==> src/rtl/pwm_pkg.sv <==
package pwm_pkg;
  localparam int DIV_W   = 10;
  localparam int PER_W   = 12;
  localparam int WID_W   = 13;
  localparam int BYP_W   = 2;
  localparam int DIV_LSB = 16;
  localparam int WID_LSB = 16;
  localparam int SEL_BIT = 1;
  localparam int ADDR_W  = 8;
  localparam int DATA_W  = 32;

  localparam logic [ADDR_W-1:0] ADR_EN   = 8'h00;
  localparam logic [ADDR_W-1:0] ADR_CTL0 = 8'h04;
  localparam logic [ADDR_W-1:0] ADR_CTL1 = 8'h08;
  localparam logic [ADDR_W-1:0] ADR_COM  = 8'h0C;
  localparam logic [ADDR_W-1:0] ADR_BYP  = 8'h10;
  localparam logic [ADDR_W-1:0] ADR_ACT0 = 8'h14;
  localparam logic [ADDR_W-1:0] ADR_ACT1 = 8'h18;

  typedef struct packed {
    logic             enable;
    logic             manual;
    logic             commitReq;
    logic [DIV_W-1:0] div;
    logic [PER_W-1:0] per;
    logic [WID_W-1:0] wid;
  } pwmCtl_t;
endpackage

==> src/rtl/pwm_regs.sv <==
module pwm_regs
  import pwm_pkg::*;
(
  input  logic              clk,
  input  logic              rstN,
  input  logic              wrEn,
  input  logic [ADDR_W-1:0] wrAddr,
  input  logic [DATA_W-1:0] wrData,
  input  logic [ADDR_W-1:0] rdAddr,
  output logic [DATA_W-1:0] rdData,
  input  logic [DIV_W-1:0]  actDiv,
  input  logic [PER_W-1:0]  actPer,
  input  logic [WID_W-1:0]  actWid,
  output pwmCtl_t           ctl
);
  logic             enR, selR, comR;
  logic [BYP_W-1:0] bypR;
  logic [DIV_W-1:0] divR;
  logic [PER_W-1:0] perR;
  logic [WID_W-1:0] widR;

  always_ff @(posedge clk or negedge rstN) begin
    if (!rstN) begin
      enR  <= 1'b0;
      selR <= 1'b0;
      comR <= 1'b0;
      bypR <= '0;
      divR <= '0;
      perR <= '0;
      widR <= '0;
    end else if (wrEn) begin
      case (wrAddr)
        ADR_EN:   enR <= wrData[0];
        ADR_CTL0: begin
          divR <= wrData[DIV_LSB +: DIV_W];
          selR <= wrData[SEL_BIT];
        end
        ADR_CTL1: begin
          perR <= wrData[0 +: PER_W];
          widR <= wrData[WID_LSB +: WID_W];
        end
        ADR_COM:  comR <= wrData[0];
        ADR_BYP:  bypR <= wrData[BYP_W-1:0];
        default:  ;
      endcase
    end
  end

  always_comb begin
    ctl.enable    = enR;
    ctl.manual    = selR && (bypR == {BYP_W{1'b1}});
    ctl.commitReq = wrEn && (wrAddr == ADR_COM) && wrData[0] && !comR;
    ctl.div       = divR;
    ctl.per       = perR;
    ctl.wid       = widR;
  end

  always_comb begin
    rdData = '0;
    case (rdAddr)
      ADR_EN:   rdData[0] = enR;
      ADR_CTL0: begin
        rdData[DIV_LSB +: DIV_W] = divR;
        rdData[SEL_BIT]          = selR;
      end
      ADR_CTL1: begin
        rdData[0 +: PER_W]       = perR;
        rdData[WID_LSB +: WID_W] = widR;
      end
      ADR_COM:  rdData[0] = comR;
      ADR_BYP:  rdData[BYP_W-1:0] = bypR;
      ADR_ACT0: rdData[DIV_LSB +: DIV_W] = actDiv;
      ADR_ACT1: begin
        rdData[0 +: PER_W]       = actPer;
        rdData[WID_LSB +: WID_W] = actWid;
      end
      default:  ;
    endcase
  end
endmodule

==> src/rtl/pwm_core.sv <==
module pwm_core
  import pwm_pkg::*;
(
  input  logic             clk,
  input  logic             rstN,
  input  pwmCtl_t          ctl,
  output logic             pwmOut,
  output logic [DIV_W-1:0] actDiv,
  output logic [PER_W-1:0] actPer,
  output logic [WID_W-1:0] actWid,
  output logic             cycStart
);
  logic [DIV_W-1:0] preCnt, pendDiv;
  logic [PER_W-1:0] perCnt, pendPer;
  logic [WID_W-1:0] pendWid;
  logic             pendFlag;
  logic             tick, wrap;

  assign tick     = (preCnt == actDiv);
  assign wrap     = tick && (perCnt == actPer);
  assign cycStart = (preCnt == '0) && (perCnt == '0);
  assign pwmOut   = ctl.enable && (WID_W'(perCnt) < actWid);

  always_ff @(posedge clk or negedge rstN) begin
    if (!rstN) begin
      preCnt <= '0;
      perCnt <= '0;
    end else if (!ctl.enable) begin
      preCnt <= '0;
      perCnt <= '0;
    end else if (tick) begin
      preCnt <= '0;
      perCnt <= wrap ? '0 : perCnt + 1'b1;
    end else begin
      preCnt <= preCnt + 1'b1;
    end
  end

  always_ff @(posedge clk or negedge rstN) begin
    if (!rstN) begin
      actDiv   <= '0;
      actPer   <= '0;
      actWid   <= '0;
      pendDiv  <= '0;
      pendPer  <= '0;
      pendWid  <= '0;
      pendFlag <= 1'b0;
    end else if (ctl.manual || (ctl.commitReq && !ctl.enable)) begin
      actDiv   <= ctl.div;
      actPer   <= ctl.per;
      actWid   <= ctl.wid;
      pendFlag <= 1'b0;
    end else if (ctl.commitReq) begin
      pendDiv  <= ctl.div;
      pendPer  <= ctl.per;
      pendWid  <= ctl.wid;
      pendFlag <= 1'b1;
    end else if (pendFlag && (wrap || !ctl.enable)) begin
      actDiv   <= pendDiv;
      actPer   <= pendPer;
      actWid   <= pendWid;
      pendFlag <= 1'b0;
    end
  end
endmodule

==> src/rtl/prescaled_pwm.sv <==
module prescaled_pwm
  import pwm_pkg::*;
(
  input  logic              clk,
  input  logic              rstN,
  input  logic              wrEn,
  input  logic [ADDR_W-1:0] wrAddr,
  input  logic [DATA_W-1:0] wrData,
  input  logic [ADDR_W-1:0] rdAddr,
  output logic [DATA_W-1:0] rdData,
  output logic              pwmOut
);
  pwmCtl_t          ctl;
  logic [DIV_W-1:0] actDiv;
  logic [PER_W-1:0] actPer;
  logic [WID_W-1:0] actWid;
  logic             cycStart;

  pwm_regs u_regs (
    .clk(clk), .rstN(rstN), .wrEn(wrEn), .wrAddr(wrAddr), .wrData(wrData),
    .rdAddr(rdAddr), .rdData(rdData),
    .actDiv(actDiv), .actPer(actPer), .actWid(actWid), .ctl(ctl)
  );

  pwm_core u_core (
    .clk(clk), .rstN(rstN), .ctl(ctl), .pwmOut(pwmOut),
    .actDiv(actDiv), .actPer(actPer), .actWid(actWid), .cycStart(cycStart)
  );
endmodule

==> config.mk <==
export PLATFORM = sky130hd
export DESIGN_NAME = prescaled_pwm
export DESIGN_NICKNAME = d
export VERILOG_FILES = /design/src/rtl/pwm_pkg.sv /design/src/rtl/pwm_regs.sv /design/src/rtl/pwm_core.sv /design/src/rtl/prescaled_pwm.sv
export SDC_FILE = /design/constraint.sdc
export NUM_CORES = 1
export LEC_CHECK = 0
export ABC_AREA = 0
export BUFFER_PORTS_ARGS = -buffer_cell sky130_fd_sc_hd__buf_4
export CORE_ASPECT_RATIO = 1.4
export CORE_UTILIZATION = 28
export DETAILED_ROUTE_END_ITERATION = 8
export HOLD_SLACK_MARGIN = 0.05
export PLACE_DENSITY = 0.54
export SYNTH_ARGS = -nofsm -noshare
export SYNTH_HDL_FRONTEND = slang
export SYNTH_HIERARCHICAL = 1
export SYNTH_SLANG_ARGS = --single-unit
==> constraint.sdc <==
create_clock -name clk -period 2.1 [get_ports clk]
set_input_delay 0.42 -clock clk [delete_from_list [all_inputs] [get_ports clk]]
set_output_delay 0.42 -clock clk [all_outputs]
set_load 0.05 [all_outputs]
==> key figures <==
Setup path
  • Worst setup EP type: output port
  • Crit start category: flip-flop
  • Reg2reg setup slack: between 0.1 and 0.15 ns
  • Critical Path AT: 2.20 ns
  • Critical path type: flip-flop to output port
  • Worst Path Required: 1.68 ns
  • Crit Path Max Fanout: 2

Final layout
  • Non-filler instance count after layout: 1066
  • Share of layout cells above drive strength 1: approximately two fifths
  • Layout Utilization: between 30% and 40%
  • Commonest non-fill, non-tap cell in the layout: dfrtp_1
  • P&R area growth vs syn: 36.84%
  • Nets: 809
  • Most frequent cells in the layout: dfrtp_1 (133), buf_4 (109), nor2_1 (61)
  • N_diodes: 0

STA
  • Setup TNS: -1.337 ns
  • Final setup violation count: 13
  • Setup Skew: 0.006711 ns
  • Hold WS: 0.2335 ns
  • Unrepaired setup endpoints after global routing: yes
  • Hold Violations, Final: 0
  • F_max: between 300 and 400 MHz
  • Tmin final: between 2 and 3 ns
  • Final Worst Setup Slack: -0.5197 ns
  • Max Slew Vio Count: 0
  • Period utilization: 124.7%

Floorplan
  • Die W: 134.7 um
  • FP Rows: 67
  • Die footprint: about 25000 sq um
  • Initial core utilization: about 29%
  • Die height: roughly 190 um
  • Io pins: 84
  • Core box area: between 20000 and 25000 sq um

Global routing
  • GR peak layer: met2
  • M2 GR Usage: approximately 25%
  • Initial antenna violation count: 0
  • Largest net degree at the start of global routing: 53
  • Met3 usage: 3.001%
  • Overall Global Routing Usage: 14.70%
  • Vias in the first global route: slightly above 5k
  • Grt ovf: 0
  • First-pass GRT wire length: approximately 28000 um
  • M1 GR Usage: ~18%

Pwr
  • Tot Pwr: roughly 7.8 mW
  • Peak supply drop: 0.0006455 V
  • Cell Pwr Density: 830.2 nW/um^2
  • Leak Pwr: around 4.6 nW

Clocking
  • CTS tree: built
  • Clk sinks: between 100 and 150
  • Skew-Pair Late Insertion Delay: 0.42 ns
  • CTS buffer count: 17
  • Clk buf depth: 2
  • CTS clock-pin slew for the worst setup and hold paths: about 0.060 ns
  • Clk Tree Root Cell: clkbuf_16
  • # H-tree levels: 4

Route
  • Final wirelength: 17940 um
  • DRC: 0
  • ANT nets after route: 0
  • DR iter-0 viols: around 210
  • First-pass DRT Iterations: 4
  • Wirelength per Cell: 16.83 um
  • Vias per cell: between 4 and 5
  • Via count: a little over 5k

Placed design
  • Placed Cells: around 1.0k
  • HPWL Detailed: between 10000 and 15000 um
  • Routability cong.: 0.8132
  • Port Buffers: 69

Synth
  • Gate Count Post-Synth: about 600
  • Mapped Area: slightly below 7000 sq um
  • Yosys warns: 6
  • Mapped Avg Cell Area: 11.36 sq um

Outcome
  • Status: finished, violations left
  • Failing checks: negative setup slack

Job
  • Max Cap Viol: 0

Worst hold path
  • HP Class: primary input to flip-flop
-- worst max-delay path, stage by stage (launching register included) --
cell and delay [ns]:
dfrtp_1 0.38, inv_1 0.10, ha_1 0.25, a21o_1 0.17
a21o_1 0.16, or3_4 0.37, o21ai_4 0.17, buf_6 0.18
-- timing repair --
item                       CTS  global route
pin swaps                   19            17
buffers inserted            17             4
gates resized for setup     39            35
cloned                       2             1
hold buffers                 1             0
setup endpoints to repair   25            29
hold endpoints to repair    29             0
-- through the flow --
stage	setup slack, ns	instance area [sq um]
detailed placement	-0.2674	8304
floorplan	-0.2015	7063
finish	-0.5197	9448
global route	-0.6035	9448
CTS	-0.5499	9298
global placement	-0.2415	8304
-- final cells by class --
class                      instances  area, sq um
tap                              310        387.9
clock inverter                    12        127.6
clock buffer                      20        456.7
sequential                       133         3328
multi-input combinational        420         3562
inverter                          20        75.07
fill                            2312        14610
timing repair buffer             151         1510
-- path summary, 6_finish.rpt --
kind                                        from           endpoint  cells past startpoint
worst max register to register  u_core/preCnt[3]   u_core/perCnt[7]                      6
max in group asynchronous                   rstN     u_regs/perR[6]                      3
worst min register to register   u_core/pendFlag    u_core/pendFlag                      2
min in group asynchronous                   rstN  u_core/pendDiv[1]                      2
worst min-delay path                  wrData[27]    u_regs/widR[11]                      2
worst max-delay path            u_core/actWid[7]             pwmOut                      7
-- per-layer routing --
metal | wire length, um | up-vias | part of all wire (%)
met5 | 0 | - | 0
met4 | 241 | 0 | 1.3
met3 | 623 | 13 | 3.5
met2 | 9185 | 107 | 51
met1 | 7893 | 2534 | 44
li1 | - | 2433 | -
-- state kept, by name, indices dropped and copies added (netlist names) --
name             flops
u_core/actWid       13
u_core/pendWid      13
u_regs/widR         13
u_core/actPer       12
u_core/pendPer      12
u_core/perCnt       12
u_regs/perR         12
u_core/actDiv       10
u_core/pendDiv      10
u_core/preCnt       10
u_regs/divR         10
u_regs/bypR          2
u_core/pendFlag      1
u_regs/comR          1
u_regs/enR           1
u_regs/selR          1
-- power breakdown --
| part | switching (mW) | leakage (nW) | total, mW | internal [mW] |
|---|---|---|---|---|
| Sequential | 0.430 | 1.79 | 3.37 | 2.94 |
| Clock | 1.14 | 0.279 | 2.94 | 1.81 |
| Combinational | 0.758 | 2.55 | 1.53 | 0.771 |
| Total | 2.33 | 4.62 | 7.84 | 5.52 |
Note: power is estimated with default switching activity, not from simulation.
